File: config.mk
export PLATFORM = sky130hd
export DESIGN_NAME = eprom_rd_ctrl
export DESIGN_NICKNAME = d
export VERILOG_FILES = /design/src/rtl/eprom_rd_pkg.sv /design/src/rtl/eprom_timing_sel.sv /design/src/rtl/eprom_wait_cnt.sv /design/src/rtl/eprom_rd_seq.sv /design/src/rtl/eprom_rd_ctrl.sv
export SDC_FILE = /design/constraint.sdc
export NUM_CORES = 1
export LEC_CHECK = 0
export BUFFER_PORTS_ARGS = -buffer_cell sky130_fd_sc_hd__buf_2
export CORE_ASPECT_RATIO = 1.75
export CORE_UTILIZATION = 51
export DETAILED_ROUTE_END_ITERATION = 12
export PLACE_DENSITY = 0.78
export SYNTH_ARGS = -nofsm -noshare
export SYNTH_HDL_FRONTEND = slang
export SYNTH_SLANG_ARGS = --single-unit
File: constraint.sdc
create_clock -name clk -period 2.6 [get_ports clk]
set_input_delay 0.52 -clock clk [delete_from_list [all_inputs] [get_ports clk]]
set_output_delay 0.52 -clock clk [all_outputs]
set_load 0.02 [all_outputs]
File: src/rtl/eprom_rd_pkg.sv
package eprom_rd_pkg;

    localparam int CNT_W = 8;

    typedef logic [CNT_W-1:0] cyc_t;

    // Cycle counts of one speed grade
    typedef struct packed {
        cyc_t acc;
        cyc_t ce;
        cyc_t oe;
        cyc_t flt;
    } rd_timing_t;

    typedef enum logic [1:0] {
        ST_IDLE   = 2'd0,
        ST_ACCESS = 2'd1,
        ST_FLOAT  = 2'd2
    } seq_state_t;

    // Round a delay up to whole clock periods
    function automatic int ns_to_cyc(int delay_ns, int period_ns);
        return (delay_ns + period_ns - 1) / period_ns;
    endfunction

endpackage

File: src/rtl/eprom_timing_sel.sv
module eprom_timing_sel
    import eprom_rd_pkg::*;
#(
    parameter int CLK_NS      = 10,
    parameter int FAST_ACC_NS = 45,
    parameter int FAST_CE_NS  = 45,
    parameter int FAST_OE_NS  = 20,
    parameter int FAST_FLT_NS = 20,
    parameter int SLOW_ACC_NS = 70,
    parameter int SLOW_CE_NS  = 70,
    parameter int SLOW_OE_NS  = 30,
    parameter int SLOW_FLT_NS = 25
) (
    input  logic       slow,
    output rd_timing_t tm
);

    localparam int NGRADE = 2;

    rd_timing_t grade_tab [NGRADE];

    for (genvar g = 0; g < NGRADE; g++) begin : g_grade
        localparam int ACC_NS = (g == 0) ? FAST_ACC_NS : SLOW_ACC_NS;
        localparam int CE_NS  = (g == 0) ? FAST_CE_NS  : SLOW_CE_NS;
        localparam int OE_NS  = (g == 0) ? FAST_OE_NS  : SLOW_OE_NS;
        localparam int FLT_NS = (g == 0) ? FAST_FLT_NS : SLOW_FLT_NS;
        assign grade_tab[g].acc = CNT_W'(ns_to_cyc(ACC_NS, CLK_NS));
        assign grade_tab[g].ce  = CNT_W'(ns_to_cyc(CE_NS,  CLK_NS));
        assign grade_tab[g].oe  = CNT_W'(ns_to_cyc(OE_NS,  CLK_NS));
        assign grade_tab[g].flt = CNT_W'(ns_to_cyc(FLT_NS, CLK_NS));
    end

    assign tm = slow ? grade_tab[1] : grade_tab[0];

endmodule

File: src/rtl/eprom_wait_cnt.sv
module eprom_wait_cnt
    import eprom_rd_pkg::*;
(
    input  logic clk,
    input  logic rst_n,
    input  logic restart,
    output cyc_t cnt
);

    typedef struct packed {
        cyc_t cnt;
    } cnt_state_t;

    cnt_state_t q, d;

    always_comb begin
        d = q;
        if (restart) begin
            d.cnt = cyc_t'(1);
        end else if (q.cnt != '1) begin
            d.cnt = q.cnt + cyc_t'(1);
        end
    end

    always_ff @(posedge clk or negedge rst_n) begin
        if (!rst_n) begin
            q <= '0;
        end else begin
            q <= d;
        end
    end

    assign cnt = q.cnt;

endmodule

File: src/rtl/eprom_rd_seq.sv
module eprom_rd_seq
    import eprom_rd_pkg::*;
#(
    parameter int ADDR_W = 16,
    parameter int DATA_W = 8
) (
    input  logic              clk,
    input  logic              rst_n,
    input  logic              req_valid,
    input  logic [ADDR_W-1:0] req_addr,
    input  logic              standby_en,
    input  rd_timing_t        tm_in,
    input  logic [DATA_W-1:0] mem_dq,
    input  cyc_t              cnt,
    output logic              restart,
    output logic              req_ready,
    output logic              busy,
    output logic              rd_valid,
    output logic [DATA_W-1:0] rd_data,
    output logic [ADDR_W-1:0] mem_addr,
    output logic              mem_ce_n,
    output logic              mem_oe_n
);

    typedef struct packed {
        seq_state_t        st;
        logic [ADDR_W-1:0] addr;
        logic              ce_n;
        logic              oe_n;
        logic              busy;
        logic              valid;
        logic [DATA_W-1:0] data;
        rd_timing_t        tm;
        cyc_t              lead;
        cyc_t              oe_at;
    } seq_reg_t;

    seq_reg_t q, d;
    cyc_t     lead_w;
    cyc_t     oe_at_w;

    // Access length: chip-select delay only counts when leaving standby
    always_comb begin
        lead_w  = (q.ce_n && (tm_in.ce > tm_in.acc)) ? tm_in.ce : tm_in.acc;
        oe_at_w = (tm_in.oe >= lead_w) ? cyc_t'(0) : lead_w - tm_in.oe;
    end

    always_comb begin
        d       = q;
        d.valid = 1'b0;
        restart = 1'b0;
        unique case (q.st)
            ST_IDLE: begin
                if (req_valid) begin
                    d.st    = ST_ACCESS;
                    d.addr  = req_addr;
                    d.ce_n  = 1'b0;
                    d.busy  = 1'b1;
                    d.tm    = tm_in;
                    d.lead  = lead_w;
                    d.oe_at = oe_at_w;
                    d.oe_n  = (oe_at_w != cyc_t'(0));
                    restart = 1'b1;
                end else if (standby_en) begin
                    d.ce_n = 1'b1;
                end
            end
            ST_ACCESS: begin
                if (cnt == q.oe_at) begin
                    d.oe_n = 1'b0;
                end
                if (cnt >= q.lead) begin
                    d.data  = mem_dq;
                    d.valid = 1'b1;
                    d.oe_n  = 1'b1;
                    d.st    = ST_FLOAT;
                    restart = 1'b1;
                end
            end
            ST_FLOAT: begin
                if (cnt >= q.tm.flt) begin
                    d.st   = ST_IDLE;
                    d.busy = 1'b0;
                    if (standby_en) begin
                        d.ce_n = 1'b1;
                    end
                end
            end
            default: begin
                d.st = ST_IDLE;
            end
        endcase
    end

    always_ff @(posedge clk or negedge rst_n) begin
        if (!rst_n) begin
            q      <= '0;
            q.st   <= ST_IDLE;
            q.ce_n <= 1'b1;
            q.oe_n <= 1'b1;
        end else begin
            q <= d;
        end
    end

    assign req_ready = (q.st == ST_IDLE);
    assign busy      = q.busy;
    assign rd_valid  = q.valid;
    assign rd_data   = q.data;
    assign mem_addr  = q.addr;
    assign mem_ce_n  = q.ce_n;
    assign mem_oe_n  = q.oe_n;

    // Checker state: cycles since output enable was last released
    cyc_t gap_q;
    always_ff @(posedge clk or negedge rst_n) begin
        if (!rst_n) begin
            gap_q <= '1;
        end else if (!q.oe_n) begin
            gap_q <= '0;
        end else if (gap_q != '1) begin
            gap_q <= gap_q + cyc_t'(1);
        end
    end

    p_float_gap_r5: assert property (@(posedge clk) disable iff (!rst_n)
        (req_ready && req_valid) |-> (gap_q >= q.tm.flt));

    p_oe_needs_ce_r7: assert property (@(posedge clk) disable iff (!rst_n)
        !mem_oe_n |-> !mem_ce_n);

    p_valid_pulse_r4: assert property (@(posedge clk) disable iff (!rst_n)
        rd_valid |=> !rd_valid);

    p_valid_released_r4: assert property (@(posedge clk) disable iff (!rst_n)
        rd_valid |-> (mem_oe_n && busy));

    p_addr_hold_r10: assert property (@(posedge clk) disable iff (!rst_n)
        (busy && $past(busy)) |-> $stable(mem_addr));

    p_hold_off_r9: assert property (@(posedge clk) disable iff (!rst_n)
        (busy && req_valid) |=> (mem_addr == $past(mem_addr)));

endmodule

File: src/rtl/eprom_rd_ctrl.sv
module eprom_rd_ctrl
    import eprom_rd_pkg::*;
#(
    parameter int ADDR_W      = 16,
    parameter int DATA_W      = 8,
    parameter int CLK_NS      = 10,
    parameter int FAST_ACC_NS = 45,
    parameter int FAST_CE_NS  = 45,
    parameter int FAST_OE_NS  = 20,
    parameter int FAST_FLT_NS = 20,
    parameter int SLOW_ACC_NS = 70,
    parameter int SLOW_CE_NS  = 70,
    parameter int SLOW_OE_NS  = 30,
    parameter int SLOW_FLT_NS = 25
) (
    input  logic              clk,
    input  logic              rst_n,
    input  logic              req_valid,
    input  logic [ADDR_W-1:0] req_addr,
    input  logic              slow_grade,
    input  logic              standby_en,
    input  logic [DATA_W-1:0] mem_dq,
    output logic              req_ready,
    output logic              busy,
    output logic              rd_valid,
    output logic [DATA_W-1:0] rd_data,
    output logic [ADDR_W-1:0] mem_addr,
    output logic              mem_ce_n,
    output logic              mem_oe_n
);

    rd_timing_t tm_sel;
    cyc_t       wait_cnt;
    logic       cnt_restart;

    eprom_timing_sel #(
        .CLK_NS      (CLK_NS),
        .FAST_ACC_NS (FAST_ACC_NS),
        .FAST_CE_NS  (FAST_CE_NS),
        .FAST_OE_NS  (FAST_OE_NS),
        .FAST_FLT_NS (FAST_FLT_NS),
        .SLOW_ACC_NS (SLOW_ACC_NS),
        .SLOW_CE_NS  (SLOW_CE_NS),
        .SLOW_OE_NS  (SLOW_OE_NS),
        .SLOW_FLT_NS (SLOW_FLT_NS)
    ) u_tsel (
        .slow (slow_grade),
        .tm   (tm_sel)
    );

    eprom_wait_cnt u_cnt (
        .clk     (clk),
        .rst_n   (rst_n),
        .restart (cnt_restart),
        .cnt     (wait_cnt)
    );

    eprom_rd_seq #(
        .ADDR_W (ADDR_W),
        .DATA_W (DATA_W)
    ) u_seq (
        .clk        (clk),
        .rst_n      (rst_n),
        .req_valid  (req_valid),
        .req_addr   (req_addr),
        .standby_en (standby_en),
        .tm_in      (tm_sel),
        .mem_dq     (mem_dq),
        .cnt        (wait_cnt),
        .restart    (cnt_restart),
        .req_ready  (req_ready),
        .busy       (busy),
        .rd_valid   (rd_valid),
        .rd_data    (rd_data),
        .mem_addr   (mem_addr),
        .mem_ce_n   (mem_ce_n),
        .mem_oe_n   (mem_oe_n)
    );

endmodule

==> summary.md, run 1 <==
| Metric | Value |
|---|---|
| Wire per inst | `11.93 um` |
| Pwr/cell area | `about 1200 nW/um^2` |
| Filler instances | `343` |
| Share of layout cells above drive strength 1 | `between 30% and 40%` |
| Initial drt markers | `12` |
| Cell at the root of the clock tree | `clkbuf_8` |
| Number of flops mapped to enable cells by yosys | `0` |
| Clk Latency, worst-skew pair | `~0.28 ns` |
| Area fraction of the dominant cell type after synthesis | `about 49%` |
| Simple-gate share of the synthesized area | `18.39%` |
| Global-route wire length before repair | `a little under 6000 um` |
| TritonCTS buffer count | `5` |
| Critical Path Start Type | `flip-flop` |
| Required @ worst endpoint | `between 2 and 3 ns` |
| Slew of the pin with the lowest slew margin | `between 0.8 and 0.9 ns` |
| Worst Setup EP | `u_seq.rd_data[5]` |
| CP Cell Sequence | `inv_1 > ha_1 > nand2b_1 > a21o_1 > a2111oi_4 > or3_4 > mux2_2` |
| WL final | `roughly 3400 um` |
| Setup violations, final | `0` |
| Synth Area in XOR/XNOR | `under 10%` |
| Main combinational cell family by area after synthesis | `simple AND/OR/NAND/NOR gates` |
| Most common flop cell mapped by yosys | `dfrtp_1` |
| Cell area after synthesis | `just under 2000 um^2` |
| Synth top area cells | `dfrtp_1 (49%), nand2_1 (10%), buf_4 (9.1%)` |
| Worst r2r src | `u_cnt.cnt[0]` |
| Crit. End Element | `flip-flop` |
| P_int | `1.573 mW` |
| Leakage power | `approximately 1.2 nW` |
| Cell family with most CP delay | `compound AO/OA/AOI/OAI gates` |
| CTS clk-pin slew, worst paths | `approximately 0.07 ns` |
| Clock Path Buffers | `2` |
| Largest net degree at the start of global routing | `42` |
| Hold Path Class | `input port to asynchronous set/reset pin` |
| Chip Width | `around 50 um` |
| WP depth | `7` |
| Post-synthesis mux area share | `under 10%` |
| Sw frac | `41.19%` |
| Core ar. | `about 3700 um^2` |
| Post-synthesis cell count | `around 200` |
| Slowest stage delay, CP | `between 0.4 and 0.5 ns` |
| Status | `complete, no violations` |
| Depth of the most critical reg-to-reg path | `7` |
| TritonCTS Sinks | `just over 40` |
| Crit path buf inv count | `1` |
| Hold_ws | `roughly 0.35 ns` |
| Ys Warns | `0` |
| Max-Cap Viols | `0` |
| Layout area overhead | `11.06%` |
| Final setup TNS | `0 ns` |
| I/O pin total | `a little under 60` |
| Vias in the first global route | `about 1400` |
| DIE AREA | `between 4000 and 5000 um^2` |
| Initial Util | `a little over half` |
| Fin. max-slew vios | `0` |
| FMAX | `roughly 430 MHz` |
| Initial antenna violation count | `0` |
| GPL Wtd Cong | `just over 0.8` |
| Gr usage total | `18.34%` |
| Switch Pwr | `about 1.1 mW` |
| Syn nets | `236` |
| Worst setup startpoint | `u_cnt.cnt[0]` |
| Critical path class | `flip-flop to flip-flop` |
| Min cycle time layout | `between 2 and 2.5 ns` |
| Crit share post-route | `88.44%` |
| Adder-cell area share of the yosys netlist | `under 10%` |
| Area leader, netlist | `dfrtp_1` |
| Fin Clk Skew | `~0.0046 ns` |
| Synth cell types | `32` |
| Die Ht | `~84 um` |
| Yosys reg bits | `between 40 and 50` |
| RSZ-0062 raised after global routing | `no` |
| Post-route DRC | `0` |
| H-tree lvl count | `2` |
| Nets | `270` |
| DP HPWL | `approximately 2500 um` |
| CTS tree | `built` |
| RR Endpoint | `u_seq.rd_data[5]` |
| IO Port Bufs | `57` |
| Combinational power share | `roughly 46%` |
| Std cell rows | `29` |
| Routed via count | `1392` |
| Crit path DAT | `2.47 ns` |
| Worst R2R Setup Slack | `approximately 0.30 ns` |
| Pre-antenna DRT Iters | `3` |
| Reg power frac | `40.3%` |
| Clock power share | `~14%` |
| Synth Area in Compound Gates | `7.332%` |
| Mean Syn Cell Area | `between 9 and 10 um^2` |
| Hold_buf cts | `0` |
| Final hold vios | `0` |
| Core Util, Final | `59.99%` |
| Total gr overflow | `0` |
| Worst path slowest cell | `a2111oi_4` |
| Max transition margin | `a little over two fifths` |
| Ys async rst share | `100.0%` |
| CP max FO | `10` |
| Max rail drop VDD | `~0.73 mV` |
| Register area share after synthesis | `51.96%` |
| Antenna Cells | `0` |
| Post-CTS setup buffer count | `0` |
| Vias per inst | `4.954` |
| Post-DRT Antenna Nets | `0` |
==> worst min path at each step <==
stage                  startpoint            endpoint  slack, ns
4_1_cts                     rst_n   u_seq.mem_addr[7]       0.38
5_1_grt               req_addr[8]   u_seq.mem_addr[8]       0.42
6_report                    rst_n   u_seq.mem_addr[7]       0.35
3_5_place_dp   u_seq.mem_addr[13]  u_seq.mem_addr[13]       0.46
2_1_floorplan               rst_n        u_cnt.cnt[0]       0.22
3_3_place_gp    u_seq.mem_addr[0]   u_seq.mem_addr[0]       0.45
==> Yosys cell counts, drive strengths merged, types with 3 or more instances <==
cell and count:
a31oi 3, inv 7, nand3 5, a211oi 3
clkbuf 5, nand2 54, dfrtp 39, a21oi 3
ha 6, mux2 8, nor3 3, o21ai 6
nor2 11, and2 3, buf 26
==> cells by family after synthesis <==
logic type	count (synthesis)
xor+xnor	3
buf+inv	38
fa+ha+maj	6
simple gates	84
compound gates	20
mux	9
flops	41
==> what timing repair did <==
item / 4_1_cts / 5_1_grt
endpoints found under the setup margin: 0 / 1
gates resized for setup: 0 / 1
hold endpoints to repair: 0 / 0
==> cell usage in the layout (no fill, tap or decap), drive strengths merged, types with 5 or more instances in the layout <==
cell type	n
mux2	8
o21ai	6
buf	58
nand3	5
nand2	54
dfrtp	39
clkbuf	6
nor2	11
inv	7
ha	6
==> per-layer routing <==
layer / wire (um) / GRT usage [%] / up-vias
met5: 0 / 0 / -
met4: 74 / 9.091 / 0
met3: 125 / 3.442 / 7
met2: 1774 / 32.75 / 31
met1: 1378 / 20.17 / 656
li1: - / - / 698
==> cell type report <==
class / instances / area (um^2) / share of cell area (%)
Sequential cell: 41 / 1028 / 46.78
Clock inverter: 1 / 5.005 / 0.2277
Tap cell: 46 / 57.56 / 2.618
Multi-Input combinational cell: 122 / 715.7 / 32.56
Timing Repair Buffer: 58 / 292.8 / 13.32
Inverter: 7 / 26.28 / 1.195
Clock buffer: 6 / 72.57 / 3.301
==> metrics by stage <==
stage | power [mW] | worst slack, ns | cells | area (um^2)
3_5_place_dp | 2.320 | 0.1636 | 274 | 2116
3_3_place_gp | 2.281 | 0.2257 | 274 | 2116
2_1_floorplan | 2.201 | 0.4329 | 201 | 1979
5_1_grt | 2.883 | 0.1811 | 281 | 2198
6_report | 2.674 | 0.3006 | 281 | 2198
4_1_cts | 2.705 | 0.1353 | 281 | 2193
==> state kept, by name, summed over array words and instances, names as in the netlist <==
signal / count
u_seq.mem_ce_n: 1
u_seq.rd_data: 8
u_seq.q: 5
u_seq.mem_addr: 16
u_seq.busy: 1
u_seq.mem_oe_n: 1
u_cnt.cnt: 8
u_seq.rd_valid: 1
==> power groups by stage <==
| stage | Sequential (mW) | Combinational [mW] | Clock (mW) |
|---|---|---|---|
| final | 1.08 | 1.22 | 0.379 |
| after global routing | 1.12 | 1.35 | 0.418 |
| after CTS | 1.08 | 1.23 | 0.394 |
| after detailed placement | 1.09 | 1.23 | 0 |
| after global placement | 1.09 | 1.19 | 0 |
| after floorplan | 1.08 | 1.12 | 0 |
Power figures use the tool's default switching activity.
==> run 2, diff against run 1 <==
--- a/config.mk
+++ b/config.mk
@@ -8,8 +8,10 @@
 export BUFFER_PORTS_ARGS = -buffer_cell sky130_fd_sc_hd__buf_2
 export CORE_ASPECT_RATIO = 1.75
 export CORE_UTILIZATION = 51
+export CTS_BUF_LIST = sky130_fd_sc_hd__clkbuf_16
 export DETAILED_ROUTE_END_ITERATION = 12
 export PLACE_DENSITY = 0.78
+export REMOVE_ABC_BUFFERS = 1
 export SYNTH_ARGS = -nofsm -noshare
 export SYNTH_HDL_FRONTEND = slang
 export SYNTH_SLANG_ARGS = --single-unit
==> summary.md, run 2 (synthesized netlist as in run 1, its figures left out) <==
| Metric | Value |
|---|---|
| Status | `complete, no violations` |
| Hold_ws | `0.3603 ns` |
| CTS clk-pin slew, worst paths | `about 0.060 ns` |
| Crit. End Element | `flip-flop` |
| Max transition margin | `between 40% and 50%` |
| RR Endpoint | `u_seq.rd_data[7]` |
| CP max FO | `10` |
| Worst path slowest cell | `a2111oi_4` |
| Post-CTS setup buffer count | `0` |
| # resized after CTS | `0` |
| Wire per inst | `approximately 14 um` |
| Crit path buf inv count | `1` |
| Max rail drop VDD | `approximately 0.85 mV` |
| FMAX | `approximately 430 MHz` |
| Setup violations, final | `0` |
| Max-Cap Viols | `0` |
| Critical path class | `flip-flop to flip-flop` |
| Std cell rows | `29` |
| Met3 GRT Util | `under 10%` |
| Sw frac | `between 40% and 50%` |
| Power Total | `2.912 mW` |
| Share of layout cells above drive strength 1 | `33.05%` |
| Hold_buf cts | `0` |
| Combinational power share | `between 40% and 50%` |
| Hold Path Class | `input port to asynchronous set/reset pin` |
| Worst R2R Setup Slack | `roughly 0.28 ns` |
| Post-DRT Antenna Nets | `0` |
| Total gr overflow | `0` |
| Post-route worst setup slack | `0.2766 ns` |
| Core Util, Final | `about three fifths` |
| DP HPWL | `2755 um` |
| Slew of the pin with the lowest slew margin | `0.8850 ns` |
| Min cycle time layout | `about 2.3 ns` |
| Crit path DAT | `about 2.5 ns` |
| GPL Wtd Cong | `~0.8` |
| Final setup TNS | `0 ns` |
| Routed via count | `1453` |
| Crit share post-route | `89.36%` |
| DIE AREA | `4144 um^2` |
| Pre-antenna DRT Iters | `4` |
| Most frequent cells in the layout | `buf_2 (57), nand2_1 (54), dfrtp_1 (39)` |
| Nets | `270` |
| Initial Util | `a little over half` |
| Placed instance count | `between 200 and 300` |
| Chip Width | `49.10 um` |
| TritonCTS buffer count | `5` |
| Placement-stage cell area | `2116 um^2` |
| Initial antenna violation count | `0` |
| Global-route wire length before repair | `between 6000 and 7000 um` |
| Worst slack, placed | `0.1450 ns` |
| Worst r2r src | `u_cnt.cnt[0]` |
| Antenna Cells | `0` |
| Clock Path Buffers | `2` |
| WL final | `between 3000 and 4000 um` |
| Final Non-Filler Cells | `between 200 and 300` |
| Gr busiest metal | `met2` |
| Required @ worst endpoint | `roughly 2.8 ns` |
| Layout area overhead | `14.16%` |
| Vias per inst | `a little over 5` |
| Max reg flops | `16` |
| Initial drt markers | `32` |
| Cell at the root of the clock tree | `clkbuf_16` |
| IO Port Bufs | `57` |
| CTS tree | `built` |
| Post-route DRC | `0` |
| Die Ht | `between 80 and 90 um` |
| H-tree lvl count | `2` |
| Fin Clk Skew | `between 0.005 and 0.006 ns` |
| RSZ-0062 raised after global routing | `no` |
| Commonest non-fill, non-tap cell in the layout | `buf_2` |
| Leakage power | `around 1.2 nW` |
| Slowest stage delay, CP | `around 0.46 ns` |
| Cell family with most CP delay | `compound AO/OA/AOI/OAI gates` |
| CP Cell Sequence | `inv_1 > ha_1 > nand2b_1 > a21o_1 > a2111oi_4 > or3_4 > mux2_2` |
| Met1 GRT Util | `between 20% and 30%` |
| Post-route cell area | `approximately 2300 um^2` |
| Fin. max-slew vios | `0` |
| Clk Latency, worst-skew pair | `between 0.2 and 0.3 ns` |
| Switch Pwr | `about 1.2 mW` |
| Largest net degree at the start of global routing | `42` |
| Core ar. | `about 3700 um^2` |
| Met2 Usage GRT | `36.49%` |
| Reg power frac | `approximately 38%` |
| P_int | `between 1.5 and 2 mW` |
| Vias in the first global route | `around 1500` |
| Final hold vios | `0` |
| I/O pin total | `between 50 and 60` |
| Pwr/cell area | `between 1000 and 1500 nW/um^2` |
| Depth of the most critical reg-to-reg path | `7` |
| TritonCTS Sinks | `41` |
| Critical Path Start Type | `flip-flop` |
| Clock power share | `19.8%` |
| Gr usage total | `20.86%` |
run 2: changes by cell type in the layout (fill, tap and decap cells not counted):
| cell | delta |
|---|---|
| clkbuf_16 | +5 |
| clkinv_2 | +1 |
| clkbuf_1 | -1 |
| inv_1 | +1 |
| clkbuf_8 | -5 |
run 2: area by class of cell:
class                           instances  area (um^2)
Sequential cell                        41         1028
Timing Repair Buffer                   58        292.8
Clock buffer                            5        125.1
Fill cell                             312         1405
Clock inverter                          3        13.76
Tap cell                               46        57.56
Multi-Input combinational cell        122        715.7
Inverter                                7        26.28
run 2: how the worst max path moves through the flow:
stage | slack, ns | depth (start not counted) | to | from
6_report | 0.28 | 7 | u_seq.rd_data[7] | u_cnt.cnt[0]
5_1_grt | 0.16 | 7 | u_seq.rd_data[6] | u_cnt.cnt[0]
4_1_cts | 0.14 | 7 | u_seq.rd_data[7] | u_cnt.cnt[0]
3_5_place_dp | 0.14 | 7 | u_seq.rd_data[7] | u_cnt.cnt[0]
3_3_place_gp | 0.21 | 7 | u_seq.rd_data[0] | u_cnt.cnt[0]
2_1_floorplan | 0.35 | 7 | u_seq.rd_data[0] | u_cnt.cnt[0]
run 2: power groups by stage:
stage          clock network (mW)  logic [mW]  registers [mW]
2_1_floorplan                   0       0.565            1.34
3_3_place_gp                    0        1.20            1.10
3_5_place_dp                    0        1.23            1.10
4_1_cts                     0.589        1.23            1.10
5_1_grt                     0.603        1.36            1.14
6_report                    0.577        1.23            1.10
run 2: per-layer routing:
metal | vias to the layer above | share of wire (%)
li1 | 702 | -
met1 | 704 | 39
met2 | 34 | 55
met3 | 13 | 2.1
met4 | 0 | 3.8
met5 | - | 0
run 2: worst register-to-register path: stages, from the launching register on:
cell and delay (ns):
dfrtp_1 0.41, inv_1 0.09, ha_1 0.28, nand2b_1 0.14
a21o_1 0.21, a2111oi_4 0.46, or3_4 0.28, mux2_2 0.35
